`config.mk`:
```
export PLATFORM = sky130hd
export DESIGN_NAME = pscc_code_combiner
export DESIGN_NICKNAME = d
export VERILOG_FILES = /design/src/rtl/pscc_pkg.sv /design/src/rtl/pscc_delay.sv /design/src/rtl/pscc_lane_sel.sv /design/src/rtl/pscc_merge.sv /design/src/rtl/pscc_code_combiner.sv
export SDC_FILE = /design/constraint.sdc
export NUM_CORES = 1
export LEC_CHECK = 0
export BUFFER_PORTS_ARGS = -buffer_cell sky130_fd_sc_hd__buf_2
export CAP_MARGIN = 10
export CELL_PAD_IN_SITES_DETAIL_PLACEMENT = 1
export CELL_PAD_IN_SITES_GLOBAL_PLACEMENT = 2
export CORE_UTILIZATION = 33
export CTS_CLUSTER_DIAMETER = 30
export DETAILED_ROUTE_END_ITERATION = 7
export PLACE_DENSITY_LB_ADDON = 0.1
export SYNTH_ARGS = -nofsm -noshare
export SYNTH_HDL_FRONTEND = slang
export SYNTH_SLANG_ARGS = --single-unit
```
`constraint.sdc`:
```
create_clock -name clk -period 3.6 [get_ports clk]
set_input_delay 0.36 -clock clk [delete_from_list [all_inputs] [get_ports clk]]
set_output_delay 0.36 -clock clk [all_outputs]
set_load 0.05 [all_outputs]
```
`src/rtl/pscc_pkg.sv`:
```
package pscc_pkg;

  // Clip an unsigned sum into an OUT_W-bit code
  function automatic logic [31:0] clip_code(input logic [31:0] sum, input int unsigned out_w);
    logic [31:0] top;
    top = (32'd1 << out_w) - 32'd1;
    return (sum > top) ? top : sum;
  endfunction

endpackage

```
`src/rtl/pscc_delay.sv`:
```
module pscc_delay #(
  parameter int W     = 3,
  parameter int DEPTH = 2
) (
  input  logic         clk,
  input  logic         rst,
  input  logic         in_vld,
  input  logic [W-1:0] in_data,
  output logic         out_vld,
  output logic [W-1:0] out_data
);

  generate
    if (DEPTH == 0) begin : g_pass
      assign out_vld  = in_vld;
      assign out_data = in_data;
    end else begin : g_line
      // Data taps carry no reset so they can map to shift-register cells
      logic [W-1:0]     tap_q [DEPTH];
      logic [DEPTH-1:0] vld_q;

      always_ff @(posedge clk) begin
        tap_q[0] <= in_data;
        for (int i = 1; i < DEPTH; i++) tap_q[i] <= tap_q[i-1];
      end

      always_ff @(posedge clk) begin
        if (rst) vld_q <= '0;
        else if (DEPTH == 1) vld_q <= in_vld;
        else vld_q <= {vld_q[DEPTH-2:0], in_vld};
      end

      assign out_vld  = vld_q[DEPTH-1];
      assign out_data = tap_q[DEPTH-1];

      // the valid bits are all cleared on the cycle after a reset
      a_r1_line_empty: assert property (@(posedge clk) disable iff (rst)
        $past(rst) |-> (vld_q == '0));
    end
  endgenerate

endmodule

```
`src/rtl/pscc_lane_sel.sv`:
```
module pscc_lane_sel #(
  parameter int SAR_W = 8
) (
  input  logic             clk,
  input  logic             rst,
  input  logic             take,
  input  logic             a_vld,
  input  logic [SAR_W-1:0] a_code,
  input  logic             b_vld,
  input  logic [SAR_W-1:0] b_code,
  output logic             sel_vld,
  output logic [SAR_W-1:0] sel_code,
  output logic             odd
);

  always_ff @(posedge clk) begin
    if (rst) odd <= 1'b0;
    else if (take) odd <= ~odd;
  end

  always_comb begin
    sel_vld  = odd ? b_vld  : a_vld;
    sel_code = odd ? b_code : a_code;
  end

  // each sample moves the parity once
  a_r7_turn: assert property (@(posedge clk) disable iff (rst)
    take |=> (odd != $past(odd)));
  // no sample, no movement
  a_r7_hold: assert property (@(posedge clk) disable iff (rst)
    !take |=> $stable(odd));
  // the first sample after reset uses lane A
  a_r4_start_even: assert property (@(posedge clk) disable iff (rst)
    $past(rst) |-> !odd);

endmodule

```
`src/rtl/pscc_merge.sv`:
```
module pscc_merge #(
  parameter int STAGE_W = 3,
  parameter int SAR_W   = 8,
  parameter int OUT_W   = SAR_W + 2 * (STAGE_W - 1)
) (
  input  logic [STAGE_W-1:0] d1,
  input  logic [STAGE_W-1:0] d2,
  input  logic [SAR_W-1:0]   fine,
  output logic [OUT_W-1:0]   word,
  output logic               over
);
  import pscc_pkg::*;

  localparam int S2_SH = SAR_W - 1;
  localparam int S1_SH = S2_SH + STAGE_W - 1;
  localparam int SUM_W = OUT_W + 2;

  logic [SUM_W-1:0] w1, w2, wf, sum;
  logic [31:0]      clipped;

  always_comb begin
    w1  = {{(SUM_W-STAGE_W){1'b0}}, d1} << S1_SH;
    w2  = {{(SUM_W-STAGE_W){1'b0}}, d2} << S2_SH;
    wf  = {{(SUM_W-SAR_W){1'b0}}, fine};
    sum = w1 + w2 + wf;
    over = (sum >> OUT_W) != '0;
    clipped = clip_code(32'(sum), OUT_W);
    word = clipped[OUT_W-1:0];
  end

endmodule

```
`src/rtl/pscc_code_combiner.sv`:
```
module pscc_code_combiner #(
  parameter int STAGE_W  = 3,
  parameter int SAR_W    = 8,
  parameter int S1_DEPTH = 3,
  parameter int S2_DEPTH = 2,
  parameter int OUT_W    = SAR_W + 2 * (STAGE_W - 1)
) (
  input  logic               clk,
  input  logic               rst,
  input  logic               s1_vld,
  input  logic [STAGE_W-1:0] s1_code,
  input  logic               s2_vld,
  input  logic [STAGE_W-1:0] s2_code,
  input  logic               sar_a_vld,
  input  logic [SAR_W-1:0]   sar_a_code,
  input  logic               sar_b_vld,
  input  logic [SAR_W-1:0]   sar_b_code,
  output logic               out_vld,
  output logic [OUT_W-1:0]   out_code
);

  logic               c1_vld, c2_vld, sel_vld, odd, commit, over;
  logic [STAGE_W-1:0] c1_code, c2_code;
  logic [SAR_W-1:0]   sel_code;
  logic [OUT_W-1:0]   word;

  pscc_delay #(.W(STAGE_W), .DEPTH(S1_DEPTH)) i_dly1 (
    .clk(clk), .rst(rst), .in_vld(s1_vld), .in_data(s1_code),
    .out_vld(c1_vld), .out_data(c1_code));

  pscc_delay #(.W(STAGE_W), .DEPTH(S2_DEPTH)) i_dly2 (
    .clk(clk), .rst(rst), .in_vld(s2_vld), .in_data(s2_code),
    .out_vld(c2_vld), .out_data(c2_code));

  pscc_lane_sel #(.SAR_W(SAR_W)) i_lane (
    .clk(clk), .rst(rst), .take(c1_vld),
    .a_vld(sar_a_vld), .a_code(sar_a_code),
    .b_vld(sar_b_vld), .b_code(sar_b_code),
    .sel_vld(sel_vld), .sel_code(sel_code), .odd(odd));

  pscc_merge #(.STAGE_W(STAGE_W), .SAR_W(SAR_W), .OUT_W(OUT_W)) i_merge (
    .d1(c1_code), .d2(c2_code), .fine(sel_code), .word(word), .over(over));

  assign commit = c1_vld & c2_vld & sel_vld;

  always_ff @(posedge clk) begin
    if (rst) begin
      out_vld  <= 1'b0;
      out_code <= '0;
    end else begin
      out_vld <= commit;
      if (commit) out_code <= word;
    end
  end

  // clean outputs right after reset
  a_r1_clear: assert property (@(posedge clk) disable iff (rst)
    $past(rst) |-> (!out_vld && out_code == '0));
  // a dropped sample leaves the code untouched
  a_r6_hold: assert property (@(posedge clk) disable iff (rst)
    (!out_vld && !$past(rst)) |-> $stable(out_code));
  // no output without the selected lane's strobe
  a_r6_lane_needed: assert property (@(posedge clk) disable iff (rst)
    out_vld |-> $past(sel_vld && c1_vld && c2_vld));
  // an oversized sum lands on the ceiling
  a_r5_clip: assert property (@(posedge clk) disable iff (rst)
    (commit && over) |=> (out_vld && (&out_code)));

endmodule

```
==> results of run 1 <==
-- critical path, cell delays in order (launching register included) --
cell and delay (ns):
dfxtp_1 0.34, mux2_2 0.34, ha_1 0.20, a31o_1 0.20
and3_4 0.26, a2111oi_0 0.44, nor3_1 0.09
-- logic make-up after synthesis --
group,share of synthesized area
AOI/OAI and AO/OA,0.1361
xor gates and xnor gates,0.01402
adders and majority gates,0.03003
buffers and inverters,0.04604
DFF,0.5445
muxes,0.02102
and+or+nand+nor,0.2082
-- through the flow --
step | utilization | cell area, um^2 | worst slack (ns) | cells
6_report | 0.4600 | 1595 | 1.619 | 195
5_1_grt | 0.4600 | 1595 | 1.530 | 195
4_1_cts | 0.4600 | 1595 | 1.581 | 195
3_5_place_dp | 0.4203 | 1458 | 1.555 | 187
3_3_place_gp | 0.4203 | 1458 | 1.626 | 187
2_1_floorplan | - | 1250 | 1.355 | 106
-- area by class of cell --
cell class	count	area share
Sequential cell	34	0.4267
Timing Repair Buffer	41	0.1302
Clock buffer	5	0.04314
Tap cell	46	0.03608
Multi-Input combinational cell	66	0.3208
Clock inverter	3	0.04314
-- sequential cells by signal (all words and copies together) (netlist names) --
| name | count |
|---|---|
| out_code | 12 |
| i_dly2.g_line.tap_q | 6 |
| i_dly1.g_line.vld_q | 3 |
| out_vld | 1 |
| i_dly2.g_line.vld_q | 2 |
| i_lane.odd | 1 |
| i_dly1.g_line.tap_q | 9 |
-- metal layers --
layer,up-vias,wire length [um]
li1,447,-
met1,403,1085
met2,30,1132
met3,2,130
met4,0,12
met5,-,0
-- how the worst max path moves through the flow --
stage,start,endpoint,slack [ns]
after floorplan,i_lane.odd,out_code[0],1.35
after global placement,sar_b_code[7],out_code[0],1.63
after detailed placement,sar_b_code[7],out_code[1],1.55
after CTS,i_lane.odd,out_code[1],1.58
after global routing,i_lane.odd,out_code[1],1.53
final,i_lane.odd,out_code[1],1.62
-- Yosys cell counts --
master and instances:
a2111oi_0 3, a2111oi_4 4, a211oi_1 1, a21oi_1 1, a31o_1 1, and2_2 1, and2b_1 1, and2b_2 2
and3_1 1, and3_4 1, buf_2 1, buf_4 1, buf_6 4, dfxtp_1 34, ha_1 3, mux2_2 1
mux2_4 1, nand2_1 1, nand3_4 1, nand3b_1 1, nor2_1 16, nor2b_1 9, nor3_1 13, o211ai_1 1
o21ai_0 1, xnor2_1 1, xor2_1 1
-- power by group through the flow --
stage / sequential (uW) / combinational (uW) / clock (uW)
after detailed placement: 402 / 49.8 / 0
after global placement: 401 / 48.9 / 0
after floorplan: 403 / 28.6 / 0
final: 393 / 48.9 / 415
after global routing: 394 / 55.7 / 449
after CTS: 393 / 50.3 / 426
==> flow_metrics.env, run 1 <==
export IMPL_grt_pass1_wl_mm=4.077
export IMPL_drc_errors=0
export IMPL_reg2regPathDepth=6
export IMPL_multi_input_area_um2=511.7
export IMPL_finalPower_uw=857.0
export IMPL_grt_most_used_layer="met2"
export IMPL_holdPathEnd="i_dly1.g_line.tap_q[0][1]"
export IMPL_synth_warnings=0
export IMPL_globalRouteMet1Util=0.1606
export IMPL_hold_path_startpoint="s1_code[1]"
export IMPL_timing_final_crit_share=0.5503
export IMPL_detail_route_vias_per_cell=4.523
export IMPL_p_seq_frac=0.458
export IMPL_start_util=0.3604
export IMPL_hold_buffers=0
export IMPL_final_hold_viol_count=0
export IMPL_final_antenna_net_count=0
export IMPL_period_minus_slack_ns=1.981
export IMPL_tritoncts="yes"
export IMPL_seq_area_um2=680.7
export IMPL_crit_path_end_kind="register"
export IMPL_startpoint_type="register"
export IMPL_finClkSkew_ns=0.004875
export IMPL_clk_pin_slew_ns=0.07
export IMPL_avgSynthCellArea_um2=11.79
export IMPL_portBuffers=40
export IMPL_firstDrtPassIters=2
export IMPL_p_int_uw=689.5
export IMPL_n_fill_cell=408
export IMPL_p_switching_uw=167.6
export IMPL_clockRootBuffer="clkbuf_8"
export IMPL_synth_top_area_cell="dfxtp_1"
export IMPL_dp_hpwl_mm=1.703
export IMPL_die_x_um=63.55
export IMPL_r2r_end="out_code[1]"
export IMPL_fp_dieArea_um2=4038
export IMPL_holdWs_ns=0.1776
export IMPL_clk_latency_ns=0.28
export IMPL_placementRows=21
export IMPL_synthTopCellsByArea="dfxtp_1 54%, a2111oi_4 8.8%, nor3_1 5.2%, nor2_1 4.8%, nor2b_1 4.5%"
export IMPL_hold_class="in2reg"
export IMPL_via_count=882
export IMPL_design_core_area_um2=3468
export IMPL_gp_congestion=0.6603
export IMPL_routedWlPerCell_um=12.10
export IMPL_grt_usage=0.1345
export IMPL_drive_above_1_share=0.4027
export IMPL_syn_to_final_growth_pct=27.63
export IMPL_htree_levels=2
export IMPL_grt_max_degree=20
export IMPL_worstPathRequired_ns=3.76
export IMPL_r2r_slack_ns=1.62
export IMPL_first_global_vias=915
export IMPL_status="completed"
export IMPL_synth_seq_area_share=0.5445
export IMPL_report_final_slew_viol_count=0
export IMPL_grt_ovfl_total=0
export IMPL_drtIter0Drc=12
export IMPL_dieHeight_um=63.55
export IMPL_syn_cell_area_um2=1250
export IMPL_postCtsSetupBuffers=0
export IMPL_power_leakage_uw=0.0006716
export IMPL_fmax_mhz=504.8
export IMPL_final_nets=179
export IMPL_fin_setup_tns_ns=0
export IMPL_p_per_area_nw_per_um2=537.2
export IMPL_critPathArrivalTime_ns=2.14
export IMPL_clockBufferDepth=2
export IMPL_netlist_instances=106
export IMPL_synth_top_area_frac=0.5445
export IMPL_maxCapViolations=0
export IMPL_layout_commonest_cell="buf_2"
export IMPL_critPathMaxFanout=11
export IMPL_clkPwrFrac=0.485
export IMPL_clock_sinks=34
export IMPL_p_comb_frac=0.057
export IMPL_gr_usage_met3=0.05435
export IMPL_cts_made_buffers=5
export IMPL_setup_violations=0
export IMPL_routed_wl_mm=2.360
export IMPL_antenna_found_initial=0
export IMPL_cts_resized=0
export IMPL_rr_startpoint="i_lane.odd"
export IMPL_rsz0062_at_grt="no"
export IMPL_ys_seq_elements=34
export IMPL_hold_path_depth=1
export IMPL_syn_num_nets=137
export IMPL_switching_share=0.1955
export IMPL_io_pin_count=41
export IMPL_ys_types=27
export IMPL_worst_slew_pin_transition_ns=0.4708
export IMPL_layout_common_cells="40 x buf_2, 34 x dfxtp_1, 16 x nor2_1"
export IMPL_relSlewSlack=0.6862
export IMPL_crit_type="reg2reg"
export IMPL_ir_worst_vdd_mv=0.2549
export IMPL_use_met2=0.2181
export IMPL_antenna_cells=0
Power figures use the tool's default switching activity.
==> run 2, diff against run 1 <==
--- a/config.mk
+++ b/config.mk
@@ -9,7 +9,7 @@
 export CAP_MARGIN = 10
 export CELL_PAD_IN_SITES_DETAIL_PLACEMENT = 1
 export CELL_PAD_IN_SITES_GLOBAL_PLACEMENT = 2
-export CORE_UTILIZATION = 33
+export CORE_UTILIZATION = 30
 export CTS_CLUSTER_DIAMETER = 30
 export DETAILED_ROUTE_END_ITERATION = 7
 export PLACE_DENSITY_LB_ADDON = 0.1
==> constraint.sdc (replaced) <==
create_clock -name clk -period 1.88 [get_ports clk]
set_input_delay 0.188 -clock clk [delete_from_list [all_inputs] [get_ports clk]]
set_output_delay 0.188 -clock clk [all_outputs]
set_load 0.05 [all_outputs]
==> flow_metrics.env, run 2 (synthesis results as in run 1) <==
export IMPL_status="completed"
export IMPL_grt_usage=0.1416
export IMPL_post_route_cell_area_um2=1760
export IMPL_die_x_um=66.55
export IMPL_cp_slowest_cell="dfxtp_4"
export IMPL_routedWlPerCell_um=12.94
export IMPL_holdWs_ns=0.1014
export IMPL_portBuffers=40
export IMPL_maxCapViolations=0
export IMPL_tritoncts="yes"
export IMPL_routed_wl_mm=2.718
export IMPL_placementRows=23
export IMPL_power_leakage_uw=0.0007203
export IMPL_grt_pass1_wl_mm=4.436
export IMPL_firstDrtPassIters=3
export IMPL_setup_violations=0
export IMPL_dp_hpwl_mm=1.813
export IMPL_p_int_uw=1282
export IMPL_grt_ovfl_total=0
export IMPL_p_switching_uw=352.5
export IMPL_crit_path_end_kind="register"
export IMPL_crit_type="reg2reg"
export IMPL_worstPathRequired_ns=2.04
export IMPL_hold_class="in2reg"
export IMPL_drtIter0Drc=10
export IMPL_clkPwrFrac=0.466
export IMPL_critPathArrivalTime_ns=1.97
export IMPL_largest_reg_flops=12
export IMPL_fmax_mhz=554.4
export IMPL_clk_latency_ns=0.29
export IMPL_design_core_area_um2=4000
export IMPL_drive_above_1_share=0.4375
export IMPL_via_count=942
export IMPL_cpPeakStageDelay_ns=0.35
export IMPL_grt_max_degree=20
export IMPL_period_minus_slack_ns=1.804
export IMPL_detail_route_vias_per_cell=4.486
export IMPL_antenna_cells=0
export IMPL_p_comb_frac=0.074
export IMPL_relSlewSlack=0.6761
export IMPL_finClkSkew_ns=0.003842
export IMPL_placed_area_um2=1535
export IMPL_syn_to_final_growth_pct=40.84
export IMPL_drc_errors=0
export IMPL_htree_levels=2
export IMPL_clk_pin_slew_ns=0.07
export IMPL_layout_commonest_cell="buf_2"
export IMPL_rsz0062_at_grt="no"
export IMPL_dp_cells=193
export IMPL_worst_slew_pin_transition_ns=0.4859
export IMPL_finish_utilization=0.4401
export IMPL_clockRootBuffer="clkbuf_8"
export IMPL_instances_no_fill=210
export IMPL_final_nets=190
export IMPL_switching_share=0.2157
export IMPL_largest_register="out_code"
export IMPL_clock_sinks=34
export IMPL_ir_worst_vdd_mv=0.5387
export IMPL_antenna_found_initial=0
export IMPL_final_antenna_net_count=0
export IMPL_p_seq_frac=0.461
export IMPL_timing_final_crit_share=0.9594
export IMPL_cp_cell_sequence="mux2_4, ha_4, a31o_1, and3_4, a2111oi_2, nor3_1"
export IMPL_gp_congestion=0.7114
export IMPL_startpoint_type="register"
export IMPL_critPathMaxFanout=5
export IMPL_final_hold_viol_count=0
export IMPL_first_global_vias=958
export IMPL_clockBufferDepth=2
export IMPL_dieHeight_um=66.55
export IMPL_layout_common_cells="40 x buf_2, 33 x dfxtp_1, 16 x nor2_1"
export IMPL_cts_made_buffers=5
export IMPL_fp_dieArea_um2=4429
export IMPL_report_final_slew_viol_count=0
export IMPL_p_per_area_nw_per_um2=928.3
export IMPL_reg_top3="out_code x12, i_dly1.g_line.tap_q x9, i_dly2.g_line.tap_q x6"
export IMPL_start_util=0.3125
export IMPL_io_pin_count=41
-- run 2: changes by cell type in the layout (fill, tap and decap cells not counted), moves of 2 or more --
cell / before / now
a2111oi_4: 4 / 6
buf_4: 1 / 5
a2111oi_0: 3 / 0
dlygate4sd3_1: 0 / 6
-- run 2: metal layers --
metal  track usage  vias to the layer above  wire length (um)
met5             0                        -                 0
met4       0.08777                        0                68
met3       0.05479                        6               212
met2        0.2273                       33              1322
met1        0.1554                      432              1115
li1              -                      471                 -
-- run 2: layout make-up --
cell class                 instances  area [um^2]
clock buffer                       6        93.84
tap                               50        62.56
clock inverter                     2        38.79
fill                             444         2240
multi-input combinational         67        583.1
timing repair buffer              51        297.8
sequential                        34        684.4
-- run 2: what timing repair did --
item                                    4_1_cts  5_1_grt
hold buffers                                  6        0
endpoints found under the setup margin        1        3
cloned                                        0        1
buffers inserted                              0        2
hold endpoints to repair                      6        0
gates resized for setup                       2        1
-- run 2: final timing paths --
kind                             startpoint                         to  slack [ns]  cells after the start
hold reg to reg   i_dly1.g_line.tap_q[0][1]  i_dly1.g_line.tap_q[0][4]        0.33                      0
setup reg to reg                 i_lane.odd                out_code[6]        0.08                      6
hold / removal                       s1_vld     i_dly1.g_line.vld_q[0]        0.10                      2
setup / recovery                 i_lane.odd                out_code[6]        0.08                      6
-- run 2: per-stage QoR --
step           setup WS [ns]  power, uW   TNS, ns
2_1_floorplan       -0.09972      838.0   -0.2373
3_3_place_gp         0.06513      873.8         0
3_5_place_dp        -0.02900      876.6  -0.02900
4_1_cts              0.02387       1659         0
5_1_grt            0.0005203       1704         0
6_report             0.07630       1634         0
-- run 2: power by group through the flow --
stage,clock network (uW),logic [uW],registers [uW]
floorplan,0,66.1,772
global route,816,133,755
finish,761,120,753
detailed placement,0,107,770
CTS,787,119,753
global placement,0,105,769
-- run 2: worst max-delay path: cells and delay by family, from the launching register on --
kind | cells | cell delay [ns]
DFF | 1 | 0.35
adders and majority gates | 1 | 0.16
muxes | 1 | 0.31
AOI/OAI and AO/OA | 2 | 0.57
and+or+nand+nor | 2 | 0.28
